--- config.mk ---
export PLATFORM = sky130hd
export DESIGN_NAME = dual_dac_serial_if
export DESIGN_NICKNAME = d
export VERILOG_FILES = /design/src/rtl/dac_if_pkg.sv /design/src/rtl/dac_sync2.sv /design/src/rtl/dac_serial_front.sv /design/src/rtl/dac_chan_bank.sv /design/src/rtl/dual_dac_serial_if.sv
export SDC_FILE = /design/constraint.sdc
export NUM_CORES = 1
export LEC_CHECK = 0
export BUFFER_PORTS_ARGS = -buffer_cell sky130_fd_sc_hd__buf_2
export CAP_MARGIN = 20
export CORE_MARGIN = 1
export CORE_UTILIZATION = 45
export DETAILED_ROUTE_END_ITERATION = 10
export HOLD_SLACK_MARGIN = 0.08
export PLACE_DENSITY = 0.73
export SKIP_CTS_REPAIR_TIMING = 1
export SYNTH_ARGS = -nofsm -noshare
export SYNTH_HDL_FRONTEND = slang
export SYNTH_SLANG_ARGS = --single-unit
export TNS_END_PERCENT = 50
--- constraint.sdc ---
create_clock -name clk -period 1.7 [get_ports clk]
set_input_delay 0.17 -clock clk [delete_from_list [all_inputs] [get_ports clk]]
set_output_delay 0.17 -clock clk [all_outputs]
set_load 0.01 [all_outputs]
--- src/rtl/dac_if_pkg.sv ---
package dac_if_pkg;
  parameter int DATA_W   = 12;
  parameter int CTRL_W   = 4;
  parameter int WORD_W   = DATA_W + CTRL_W;
  parameter int N_CH     = 2;
  // Field positions inside the received word (decoded by the channel bank)
  parameter int ADDR_BIT = WORD_W - 1;
  parameter int SD_BIT   = WORD_W - 3;
  // Reset values of the synchronized inputs {frame_n, sdat, sclk}
  parameter logic [2:0] IN_IDLE = 3'b100;

  typedef enum logic {CH_A = 1'b0, CH_B = 1'b1} ch_sel_e;
endpackage

--- src/rtl/dac_sync2.sv ---
module dac_sync2 #(
  parameter int         W       = 1,
  parameter logic [W-1:0] RST_VAL = '0
) (
  input  logic         clk,
  input  logic         rst_n,
  input  logic [W-1:0] d_i,
  output logic [W-1:0] q_o
);
  logic [W-1:0] meta_q;

  always_ff @(posedge clk or negedge rst_n) begin
    if (!rst_n) begin
      meta_q <= RST_VAL;
      q_o    <= RST_VAL;
    end else begin
      meta_q <= d_i;
      q_o    <= meta_q;
    end
  end
endmodule

--- src/rtl/dac_serial_front.sv ---
module dac_serial_front #(
  parameter int WORD_W = 16
) (
  input  logic              clk,
  input  logic              rst_n,
  input  logic              sclk_s,
  input  logic              sdat_s,
  input  logic              frame_n_s,
  output logic [WORD_W-1:0] shift_q,
  output logic              frame_end_o
);
  logic              sclk_prev_q;
  logic              frame_prev_q;
  logic              shift_en;
  logic [WORD_W-1:0] shift_d;

  // next state
  always_comb begin
    shift_en    = sclk_s & ~sclk_prev_q & ~frame_n_s;
    frame_end_o = frame_n_s & ~frame_prev_q;
    shift_d     = shift_q;
    if (shift_en) shift_d = {shift_q[WORD_W-2:0], sdat_s};
  end

  // registers
  always_ff @(posedge clk or negedge rst_n) begin
    if (!rst_n) begin
      sclk_prev_q  <= 1'b0;
      frame_prev_q <= 1'b1;
      shift_q      <= '0;
    end else begin
      sclk_prev_q  <= sclk_s;
      frame_prev_q <= frame_n_s;
      if (shift_en) shift_q <= shift_d;
    end
  end
endmodule

--- src/rtl/dac_chan_bank.sv ---
module dac_chan_bank #(
  parameter int DATA_W = 12,
  parameter int N_CH   = 2,
  localparam int SEL_W = (N_CH > 1) ? $clog2(N_CH) : 1
) (
  input  logic                          clk,
  input  logic                          rst_n,
  input  logic                          xfer_i,
  input  logic [SEL_W-1:0]              sel_i,
  input  logic [DATA_W-1:0]             data_i,
  input  logic                          sd_i,
  output logic [N_CH-1:0][DATA_W-1:0]   code_o,
  output logic [N_CH-1:0][DATA_W-1:0]   ofs_o,
  output logic [N_CH-1:0]               strobe_o,
  output logic                          sd_o
);
  logic sd_q;
  logic sd_d;

  always_comb sd_d = xfer_i ? sd_i : sd_q;

  always_ff @(posedge clk or negedge rst_n) begin
    if (!rst_n) sd_q <= 1'b0;
    else        sd_q <= sd_d;
  end
  assign sd_o = sd_q;

  for (genvar c = 0; c < N_CH; c++) begin : g_ch
    logic              hit;
    logic [DATA_W-1:0] code_d;
    logic [DATA_W-1:0] code_q;
    logic              stb_q;

    always_comb begin
      hit    = xfer_i && (sel_i == SEL_W'(c));
      code_d = hit ? data_i : code_q;
    end

    always_ff @(posedge clk or negedge rst_n) begin
      if (!rst_n) begin
        code_q <= '0;
        stb_q  <= 1'b0;
      end else begin
        code_q <= code_d;
        stb_q  <= hit;
      end
    end

    assign code_o[c]   = code_q;
    assign strobe_o[c] = stb_q;
    assign ofs_o[c]    = {~code_q[DATA_W-1], code_q[DATA_W-2:0]};
  end
endmodule

--- src/rtl/dual_dac_serial_if.sv ---
module dual_dac_serial_if
  import dac_if_pkg::*;
(
  input  logic              clk,
  input  logic              rst_n,
  input  logic              sclk_i,
  input  logic              sdat_i,
  input  logic              frame_n_i,
  output logic [DATA_W-1:0] code_a_o,
  output logic [DATA_W-1:0] code_b_o,
  output logic [DATA_W-1:0] ofs_a_o,
  output logic [DATA_W-1:0] ofs_b_o,
  output logic              shutdown_o,
  output logic              load_a_o,
  output logic              load_b_o
);
  logic [2:0]                     in_s;
  logic                           frame_n_s;
  logic [WORD_W-1:0]              shift_q;
  logic                           frame_end;
  ch_sel_e                        sel;
  logic [N_CH-1:0][DATA_W-1:0]    code_w;
  logic [N_CH-1:0][DATA_W-1:0]    ofs_w;
  logic [N_CH-1:0]                stb_w;

  dac_sync2 #(.W(3), .RST_VAL(IN_IDLE)) u_sync (
    .clk   (clk),
    .rst_n (rst_n),
    .d_i   ({frame_n_i, sdat_i, sclk_i}),
    .q_o   (in_s)
  );

  assign frame_n_s = in_s[2];

  dac_serial_front #(.WORD_W(WORD_W)) u_front (
    .clk         (clk),
    .rst_n       (rst_n),
    .sclk_s      (in_s[0]),
    .sdat_s      (in_s[1]),
    .frame_n_s   (frame_n_s),
    .shift_q     (shift_q),
    .frame_end_o (frame_end)
  );

  assign sel = ch_sel_e'(shift_q[ADDR_BIT]);

  dac_chan_bank #(.DATA_W(DATA_W), .N_CH(N_CH)) u_bank (
    .clk      (clk),
    .rst_n    (rst_n),
    .xfer_i   (frame_end),
    .sel_i    (sel),
    .data_i   (shift_q[DATA_W-1:0]),
    .sd_i     (shift_q[SD_BIT]),
    .code_o   (code_w),
    .ofs_o    (ofs_w),
    .strobe_o (stb_w),
    .sd_o     (shutdown_o)
  );

  assign code_a_o = code_w[CH_A];
  assign code_b_o = code_w[CH_B];
  assign ofs_a_o  = ofs_w[CH_A];
  assign ofs_b_o  = ofs_w[CH_B];
  assign load_a_o = stb_w[CH_A];
  assign load_b_o = stb_w[CH_B];
endmodule

# Word level (Yosys, flattened, before mapping)

Cells that the tools add are included.

Bitwise operators: 9
Reduce and logical (&&, ||, !) cells: 2

Operators with widths:

| cell                | number |
|---|---|
| $not A1 Y1          | 6 |
| $and A1 B1 Y1       | 3 |
| $logic_and A1 B1 Y1 | 2 |

Input port bits: 5
Word-level logic and storage cells: 21
Register bits after elaboration: 51

# Depth between registers and ports, before layout

Gate-level depths: netlist (run 1).

Depth after elaboration: 3
Depth in mapped cells: 3
Gate-level depth less buffers: 2

# Cells and area by module

A second synthesis (run 1) with hierarchy kept.

Cells, all modules: 126
Area, all modules: 2092.0 µm²

By module, submodules not included:

| module           | area each (µm²) | instances | cells an instance |
|---|---|---|---|
| dac_chan_bank    | 1267.5          | 1         | 83 |
| dac_serial_front | 671.9           | 1         | 37 |
| dac_sync2        | 152.6           | 1         | 6 |

# Least setup slack after synthesis (run 1)

OpenSTA, ideal clock, no wires.

Kind: reg-to-reg
Start: register u_sync.q_o[2]
End: register u_bank.g_ch[0].code_q[10]
Setup time: 125 ps
Data required time: 1575 ps
Cell stages (with the launch flop): 4
Arrival: 1305 ps
Setup slack: 271 ps
Path through: dfstp_2 -> nor3b_4 -> buf_6 -> mux2_2

Cells in the longest elaborated chain, start to end: 2

RTL lines:

| element                      | RTL line               | text |
|---|---|---|
| start, declared              | dac_sync2.sv:8         | `output logic [W-1:0] q_o` |
| start signal, assigned       | dac_sync2.sv:18        | `q_o <= meta_q;` |
| $and A1 B1 Y1                | dac_serial_front.sv:20 | `frame_end_o = frame_n_s & ~frame_prev_q;` |
| $logic_and A1 B1 Y1          | dac_chan_bank.sv:35    | `hit = xfer_i && (sel_i == SEL_W'(c));` |
| named net u_bank.g_ch[0].hit | dac_chan_bank.sv:29    | `logic hit;` |
| end signal, assigned         | dac_chan_bank.sv:44    | `code_q <= code_d;` |
| end, declared                | dac_chan_bank.sv:31    | `logic [DATA_W-1:0] code_q;` |

The timed path passes the listed nets, and every way through them passes these cells.
A chain may end at the register's enable or synchronous reset.

# Final worst setup path (run 1)

Start: register u_sync.q_o[2]
End: register u_bank.g_ch[0].code_q[6]

Cells in the longest elaborated chain, start to end: 2

RTL lines:

| element             | RTL line |
|---|---|
| $and A1 B1 Y1       | dac_serial_front.sv:20 |
| $logic_and A1 B1 Y1 | dac_chan_bank.sv:35 |

Every way passes these cells.

==> run_results.csv, run 1 <==
group,metric,value,unit
status,status,"finished clean",
route,wl_met1,1.352,mm
placement,place_hpwl,2.193,mm
power,power_density,1236,nW/µm²
sta,tightest_slew,0.5229,ns
sta,rsz0062_at_grt,"no",
logic_synthesis,synthTopCellsByArea,"dfrtp_1 60%, mux2_2 23%, buf_4 8.6%",
global_route,antenna_found_initial,0,
hold_path,worstHoldPathType,"reg2reg",
sta,fin_crit_sh,0.8489,
die,die_h,68.66,µm
hold_path,whs_path_depth,0,
route,ant_nets,0,
sta,whs,0.3603,ns
placement,gp_congestion,0.6597,
critical_path,end_kind,"flip-flop",
logic_synthesis,syn_area,1999,µm²
power,ir_drop,0.8399,mV
cells_and_area,layout-drive-gt1-share,0.6705,
clock_network,clkTransAtPathRegs,0.09,ns
sta,tns,0,ns
route,firstDrtPassIters,2,
die,num_rows,23,
route,wl_met3,182,µm
route,post-route-drc-count,0,
global_route,first_global_vias,1013,
sta,hold_violations,0,
clock_network,cts_buffers,5,
clock_network,clk_latency,0.30,ns
sta,drv_slew,0,
logic_synthesis,syn_inst,124,
route,route.met2.wl,1.459,mm
route,via_per_inst,4.789,
sta,finClkSkew,0.005362,ns
critical_path,reg2reg_depth,3,
logic_synthesis,ys.warnings.count,0,
logic_synthesis,synth_top_area_share,0.6008,
cells_and_area,area_growth,18.27,%
clock_network,cts_max_level,2,
global_route,grt_pass1_wl,4.919,mm
clock_network,cts-root-buf,"clkbuf_8",
critical_path,cp_cell_sequence,"nor3b_4 -> buf_4 -> mux2_2",
logic_synthesis,syn-num-nets,129,
route,routed.top_layer,"met4",
critical_path,critPathLaunchType,"flip-flop",
die,chipWidth,68.66,µm
logic_synthesis,synth_area_leader_cell,"dfrtp_1",
route,drt_wl_total,3.045,mm
die,start_util,0.4825,
critical_path,cpMaxStageDelayCell,"dfstp_2",
logic_synthesis,synth_cell_type_count,9,
critical_path,cp.required,1.89,ns
die,ios,56,
sta,maxSlewHeadroom,0.6514,
route,vias,1068,
route,wl_per_cell,13.65,µm
global_route,grt_max_degree,30,
sta,fmax,692.9,MHz
logic_synthesis,ys_seq_area_frac,0.6402,
die,die-area,4714,µm²
critical_path,critPathMaxStageDelay,0.59,ns
cells_and_area,nNetsFinal,177,
logic_synthesis,ys_seq_elements,51,
global_route,grt-ovfl-total,0,
critical_path,cp.arrival,1.63,ns
sta,finalSetupViolCount,0,
cells_and_area,nFillCells,352,
die,core,4144,µm²
route,drt_iter0_markers,42,
cells_and_area,num_antenna_cells,0,
critical_path,critPathMaxFanout,8,
critical_path,crit_type,"reg2reg",
clock_network,tritoncts,"yes",
placement,port_buffers,55,
clock_network,cts_max_path_buffers,2,
power,p_leak,0.001293,µW
clock_network,cts_sinks,51,
job,maxCapViolCount,0,
global_route,grt_usage,0.1517,
sta,min_period,1.443,ns
logic_synthesis,post_synth.cell_area_avg,16.12,µm²
==> stage by stage <==
stage               utilization  power (µW)  std cells  worst slack (ns)  area, µm²
floorplan                     -        1960        124            0.2707       1999
global placement         0.5326        2088        211            0.2983       2207
detailed placement       0.5326        2113        211            0.2600       2207
CTS                      0.5610        2968        219            0.2498       2325
global route             0.5707        3094        223            0.1930       2365
finish                   0.5707        2923        223            0.2568       2365
==> critical path: cells and delay by family, from the launching register on <==
family / cells / cell delay, ns
muxes: 1 / 0.34
buffers and inverters: 1 / 0.20
DFF: 1 / 0.59
and+or+nand+nor: 1 / 0.20
==> final timing paths <==
check	startpoint	end	slack, ns
worst max-delay path	u_sync.q_o[2]	u_bank.g_ch[0].code_q[6]	0.26
worst min-delay path	u_sync.meta_q[0]	u_sync.q_o[0]	0.36
worst max register to register	u_sync.q_o[2]	u_bank.g_ch[0].code_q[6]	0.26
worst min register to register	u_sync.meta_q[0]	u_sync.q_o[0]	0.36
max in group asynchronous	rst_n	u_front.frame_prev_q	0.72
min in group asynchronous	rst_n	u_front.shift_q[6]	0.37
==> cell families (layout without fill, tap and decap cells) <==
logic type | after synthesis | in the layout | share of synthesized area
buffers and inverters | 28 | 77 | 0.1033
DFF | 51 | 51 | 0.6402
muxes | 41 | 41 | 0.2309
and+or+nand+nor | 4 | 4 | 0.02566
==> Yosys cell counts (all sizes together) <==
cell / number
buf: 25
nor2b: 1
dfrtp: 48
dfstp: 3
nand3b: 1
mux2: 41
nor3b: 2
inv: 3
==> cell type report <==
| type | count | area [µm²] | share of cell area |
|---|---|---|---|
| multi-input cells | 45 | 513.0 | 0.2169 |
| inverters | 3 | 11.26 | 0.004762 |
| well taps | 50 | 62.56 | 0.02646 |
| clock inverters | 2 | 35.03 | 0.01481 |
| repair buffers | 66 | 380.4 | 0.1608 |
| clock buffers | 6 | 82.58 | 0.03492 |
| flip-flops and latches | 51 | 1280 | 0.5413 |
==> per-layer routing <==
metal	global-route usage	up-vias
met2	0.2463	41
met4	0.06250	0
li1	-	492
met5	0	-
met3	0.05428	7
met1	0.1823	528
==> flip-flops by register name, summed over array words and instances, names as in the netlist <==
| name | flops |
|---|---|
| u_bank.g_ch.code_q | 24 |
| u_bank.g_ch.stb_q | 2 |
| u_bank.sd_o | 1 |
| u_front.frame_prev_q | 1 |
| u_front.sclk_prev_q | 1 |
| u_front.shift_q | 16 |
| u_sync.meta_q | 3 |
| u_sync.q_o | 3 |
==> power by group <==
| group | switching [µW] | internal, µW | total (µW) |
|---|---|---|---|
| combinational | 235 | 287 | 522 |
| sequential | 149 | 1410 | 1560 |
| clock | 369 | 476 | 845 |
| total | 752 | 2170 | 2920 |
==> cell usage in the layout, fill, tap and decap left out <==
cell type       n
buf_2          55
dfrtp_1        48
mux2_2         41
clkbuf_8        6
buf_4           6
dlygate4sd3_1   4
inv_1           3
dfstp_2         3
nor3b_4         2
nand3b_1        1
nor2b_1         1
bufinv_16       1
clkinv_2        1
buf_12          1
Power figures use the tool's default switching activity.
==> run 2, diff against run 1 <==
Clock period 1.7 ns to 1.4 ns, I/O delays scaled along.
==> run 2 against run 1 <==
Via count up 1.1%. Sequential share of layout area shrank 0.43 points. Critical path depth unchanged. Routed wire length is 1.4% higher. Die area unchanged. Register-to-register slack got worse by 0.24 ns. Worst hold slack lost 0.018 ns. Non-clock buffer count rose by 2. Sequential power up 21%. Clock-buffer cell count fell by 1. Highest routed layer unchanged.
==> run_results.csv, run 2 (synthesized netlist as in run 1, its figures left out) <==
group,metric,value,unit
critical_path,cpMaxStageDelayCell,"dfstp_2",
critical_path,r2r-start,"u_sync.q_o[2]",
sta,drv_slew,0,
critical_path,rrSetupSlack,0.02,ns
status,status,"finished clean",
job,maxCapViolCount,0,
route,ant_nets,0,
die,chipWidth,68.66,µm
global_route,grt_use_met1,0.1593,
global_route,antenna_found_initial,0,
global_route,grt_max_degree,52,
sta,fmax,725.4,MHz
route,drt_wl_total,3.088,mm
clock_network,clkTransAtPathRegs,0.09,ns
cells_and_area,num_antenna_cells,0,
sta,tightest_slew,0.2638,ns
placement,gp_congestion,0.6419,
cells_and_area,reg_top3,"u_bank.g_ch.code_q x24, u_front.shift_q x16",
placement,port_buffers,55,
hold_path,worstHoldPathType,"in2async",
sta,whs,0.3426,ns
critical_path,cp.required,1.60,ns
critical_path,r2r-end,"u_bank.g_ch[0].code_q[7]",
cells_and_area,nNetsFinal,179,
die,num_rows,23,
sta,finClkSkew,0.006741,ns
power,p_switching,939.0,µW
sta,rsz0062_at_grt,"yes",
global_route,met2_usage,0.2561,
route,post-route-drc-count,0,
die,core,4144,µm²
sta,fin_crit_sh,0.9847,
critical_path,critPathMaxStageDelay,0.55,ns
clock_network,tritoncts,"yes",
global_route,grt_pass1_wl,4.823,mm
die,ios,56,
power,p_clk_frac,0.281,
power,power_density,1479,nW/µm²
sta,finalSetupViolCount,0,
power,ir_drop,0.8244,mV
clock_network,cts_max_level,2,
critical_path,cp.arrival,1.58,ns
global_route,first_global_vias,1059,
power,seqPwrFrac,0.537,
global_route,grt_usage,0.1463,
clock_network,clk_latency,0.31,ns
clock_network,cts_max_path_buffers,2,
critical_path,reg2reg_depth,3,
critical_path,critPathMaxFanout,8,
sta,maxSlewHeadroom,0.8241,
global_route,grt-ovfl-total,0,
cells_and_area,area_growth,19.21,%
cells_and_area,layout-drive-gt1-share,0.6724,
die,die-area,4714,µm²
cells_and_area,nFillCells,347,
cells_and_area,multi_input_area,516.7,µm²
critical_path,critPathLaunchType,"flip-flop",
critical_path,crit_type,"reg2reg",
power,p_leak,0.001297,µW
cells_and_area,final-seq-area,1280,µm²
route,drt_iter0_markers,25,
power,p_comb_frac,0.183,
power,internal_power,2587,µW
cells_and_area,layout_commonest_cell,"buf_2",
sta,hold_violations,0,
cells_and_area,largest-register,"u_bank.g_ch.code_q",
route,via_per_inst,4.821,
critical_path,end_kind,"flip-flop",
global_route,busiest_layer,"met2",
critical_path,endpoint,"u_bank.g_ch[0].code_q[7]",
die,start_util,0.4825,
route,wl_per_cell,13.79,µm
cells_and_area,layout_common_cells,"55 x buf_2, 48 x dfrtp_1, 40 x mux2_2, 5 x clkbuf_8, 5 x buf_4",
critical_path,cp_cell_sequence,"nor3b_4 -> buf_6 -> mux2_2",
placement,place_hpwl,2.156,mm
cells_and_area,finish.utilization,0.5752,
global_route,use_met3,0.04605,
route,firstDrtPassIters,4,
sta,min_period,1.379,ns
clock_network,cts_sinks,51,
route,vias,1080,
clock_network,cts-root-buf,"clkbuf_8",
critical_path,crit_start,"u_sync.q_o[2]",
clock_network,cts_buffers,5,
cells_and_area,largest_reg_flops,24,
power,netSwitchingFraction,0.2663,
die,die_h,68.66,µm
==> run 2: cell count changes in the layout (fill, tap and decap cells not counted), sizes merged <==
cell      previous run  this run
clkinv               1         0
buf                 62        64
clkinvlp             0         1
clkbuf               6         5
==> run 2: layout make-up <==
class / count / share of cell area
sequential: 51 / 0.5370
clock buffer: 5 / 0.02887
clock inverter: 2 / 0.01575
timing repair buffer: 68 / 0.1706
tap: 50 / 0.02625
multi-input combinational: 45 / 0.2168
inverter: 3 / 0.004724
==> run 2: critical path, delay by kind of cell (launching register included) <==
family                 cells  cell delay, ns
AND/OR/NAND/NOR            1            0.22
multiplexers               1            0.34
buffers and inverters      1            0.17
flip-flops                 1            0.55
==> run 2: how the worst min path moves through the flow <==
stage	end	from	slack [ns]
after CTS	u_bank.g_ch[0].code_q[6]	rst_n	-0.18
after global placement	u_bank.g_ch[1].code_q[4]	rst_n	0.14
final	u_bank.g_ch[1].code_q[4]	rst_n	0.34
after detailed placement	u_bank.g_ch[1].code_q[5]	rst_n	0.15
after global routing	u_sync.q_o[0]	u_sync.meta_q[0]	0.36
after floorplan	u_bank.g_ch[0].code_q[0]	rst_n	-0.16
==> run 2: metal layers <==
| layer | vias to the layer above | wire, µm |
|---|---|---|
| met3 | 6 | 162 |
| met1 | 542 | 1314 |
| met5 | - | 0 |
| met4 | 0 | 50 |
| li1 | 491 | - |
| met2 | 41 | 1560 |
==> run 2: power groups by stage <==
stage	registers, µW	logic (µW)	clock network [µW]
floorplan	1940	444	0
global placement	1910	627	0
detailed placement	1930	641	0
CTS	1900	643	1010
global route	1940	713	1070
finish	1890	644	990
==> run 2: metrics by stage <==
step / cell area [µm²] / cells / setup TNS, ns / power [µW] / setup slack [ns]
2_1_floorplan: 1999 / 124 / -0.2641 / 2380 / -0.02935
3_3_place_gp: 2215 / 212 / 0 / 2535 / 0.05579
3_5_place_dp: 2215 / 212 / 0 / 2569 / 0.01179
4_1_cts: 2321 / 219 / 0 / 3551 / 0.007360
5_1_grt: 2384 / 224 / -0.2469 / 3720 / -0.02847
6_report: 2384 / 224 / 0 / 3526 / 0.02136
==> run 3, diff against run 2 <==
Settings changed: SYNTH_HIERARCHICAL set to 1.
==> run 3 against run 2 <==
Critical endpoint is now u_bank/g_ch[0].code_q[10]. Power grew 4.0%. Highest routed layer unchanged. Via count stayed put. Synthesized area increased by 4.6%. The flow now finishes with violations (negative setup slack). Register-to-register slack got worse by 0.06 ns. Setup slack got worse by 0.060 ns. Flip-flop and latch count is the same. First-iteration DRC count grew to 2.8 times the previous value. Clock power up 4%. Combinational power grew 13%. Sequential power about the same.
==> run_results.csv, run 3 <==
group,metric,value,unit
logic_synthesis,ys_seq_area_frac,0.6118,
global_route,grt_pass1_wl,5.126,mm
job,maxCapViolCount,0,
placement,dp_cells,215,
sta,maxSlewHeadroom,0.8258,
sta,fmax,695.2,MHz
global_route,grt_max_degree,52,
cells_and_area,layout_common_cells,"55 x buf_2, 48 x dfrtp_1, 21 x mux2_4, 20 x mux2_2, 6 x clkbuf_8",
die,core,4414,µm²
power,power_density,1458,nW/µm²
clock_network,cts-root-buf,"clkbuf_8",
critical_path,crit_type,"reg2reg",
logic_synthesis,synthTopCellsByArea,"dfrtp_1 57%, mux2_4 13%, mux2_2 12%",
power,ir_drop,0.6698,mV
clock_network,cts_max_path_buffers,2,
sta,finClkSkew,0.008822,ns
sta,min_period,1.438,ns
route,drt_iter0_markers,69,
die,die-area,4925,µm²
die,ios,56,
logic_synthesis,yosys-top-cells-count,"48 x dfrtp_1, 24 x buf_4, 23 x mux2_2",
logic_synthesis,ys.warnings.count,6,
placement,gp_congestion,0.7230,
logic_synthesis,ys_seq_elements,51,
logic_synthesis,synth_cell_type_count,13,
critical_path,cp_cell_sequence,"nor2b_4 -> nor2b_4 -> buf_12 -> mux2_4",
global_route,grt_usage,0.1398,
critical_path,end_kind,"flip-flop",
critical_path,crit_start,"u_sync/q_o[2]",
critical_path,r2r-start,"u_sync/q_o[2]",
status,violations,"negative setup slack",
placement,port_buffers,55,
die,num_rows,24,
route,ant_nets,0,
clock_network,cts_sinks,51,
critical_path,crit_path_frequent_cell,"nor2b_4",
logic_synthesis,synth_area_leader_cell,"dfrtp_1",
clock_network,clkTransAtPathRegs,0.08,ns
logic_synthesis,syn_area,2092,µm²
logic_synthesis,synth_ff_type,"dfrtp_1",
route,wl_per_cell,13.69,µm
logic_synthesis,synth_most_common_cell,"dfrtp_1",
logic_synthesis,syn-num-nets,131,
cells_and_area,largest_reg_flops,24,
sta,fin_crit_sh,1.027,
cells_and_area,largest-register,"u_bank/g_ch.code_q",
route,drt_wl_total,3.136,mm
die,start_util,0.4739,
critical_path,cp.arrival,1.63,ns
cells_and_area,area_growth,20.16,%
logic_synthesis,synth_edf_count,0,
critical_path,cp.required,1.59,ns
die,die_h,70.18,µm
logic_synthesis,synth_top_area_share,0.5742,
sta,hold_violations,0,
hold_path,worstHoldPathType,"reg2reg",
sta,finalSetupViolCount,20,
sta,fin_ws,-0.03849,ns
die,chipWidth,70.18,µm
logic_synthesis,syn_inst,126,
global_route,grt-ovfl-total,0,
cells_and_area,nFillCells,363,
sta,drv_slew,0,
route,post-route-drc-count,0,
clock_network,tritoncts,"yes",
clock_network,clk_latency,0.30,ns
cells_and_area,layout_commonest_cell,"buf_2",
cells_and_area,fin_cells,229,
sta,whs,0.3540,ns
global_route,first_global_vias,1003,
critical_path,critPathMaxFanout,10,
power,p_leak,0.001396,µW
global_route,antenna_found_initial,0,
route,vias,1080,
route,firstDrtPassIters,2,
cells_and_area,num_antenna_cells,0,
cells_and_area,nNetsFinal,181,
hold_path,holdCritStartpoint,"u_sync/meta_q[1]",
sta,rsz0062_at_grt,"yes",
power,power.total,3665,µW
cells_and_area,reg_top3,"u_bank/g_ch.code_q x24, u_front/shift_q x16",
cells_and_area,layout-drive-gt1-share,0.6893,
logic_synthesis,post_synth.cell_area_avg,16.60,µm²
route,via_per_inst,4.716,
status,status,"complete, but fails checks",
clock_network,cts_max_level,2,
sta,tightest_slew,0.2613,ns
critical_path,cpMaxStageDelayCell,"dfstp_2",
critical_path,critPathMaxStageDelay,0.53,ns
critical_path,critPathLaunchType,"flip-flop",
logic_synthesis,async_reset_ff_frac,1.000,
clock_network,cts_buffers,5,
run 3: layer usage:
layer / vias to the layer above / global-route usage / part of all wire
met1: 528 / 0.1845 / 0.46
met5: - / 0 / 0
met4: 0 / 0.05333 / 0.0099
met3: 5 / 0.05339 / 0.054
met2: 44 / 0.2094 / 0.48
li1: 503 / - / -
run 3: logic make-up (layout without fill, tap and decap cells):
kind of cell           after synthesis  in the layout  synth area share
buffers and inverters               30             81            0.1136
muxes                               41             41            0.2530
and+or+nand+nor                      4              4           0.02153
DFF                                 51             51            0.6118
run 3: critical path: cells and delay by family (launching register included):
| family | cells | cell delay [ns] |
|---|---|---|
| mux | 1 | 0.30 |
| flops | 1 | 0.53 |
| simple gates | 2 | 0.34 |
| buf+inv | 1 | 0.15 |
run 3: layout make-up:
type	instances	area [µm²]	share of cell area
Sequential cell	51	1280	0.5092
Clock inverter	2	35.03	0.01394
Tap cell	52	65.06	0.02588
Multi-Input combinational cell	45	593.1	0.2359
Clock buffer	6	82.58	0.03285
Timing Repair Buffer	70	446.7	0.1777
Inverter	3	11.26	0.004480
run 3: power breakdown:
part,leakage [µW],internal (µW),switching [µW]
clock,0.0000612,578,450
combinational,0.000669,429,297
sequential,0.000666,1710,202
run 3: through the flow:
step	TNS [ns]	instance area (µm²)	setup slack, ns	util
after global routing	-1.951	2514	-0.09706	0.5694
after floorplan	-0.6850	2100	-0.07611	-
after CTS	-0.7143	2436	-0.07850	0.5519
after detailed placement	-0.5587	2318	-0.07156	0.5252
final	-0.5362	2514	-0.03849	0.5694
after global placement	-0.1084	2318	-0.03097	0.5252
run 3: worst paths after layout:
kind,endpoint,slack (ns),cells past startpoint
max reg2reg,u_bank/g_ch[0].code_q[10],-0.04,4
min,u_sync/q_o[1],0.35,0
max in group asynchronous,u_sync/meta_q[2],0.75,3
max,u_bank/g_ch[0].code_q[10],-0.04,4
min in group asynchronous,u_bank/g_ch[1].code_q[3],0.36,3
min reg2reg,u_sync/q_o[1],0.35,0
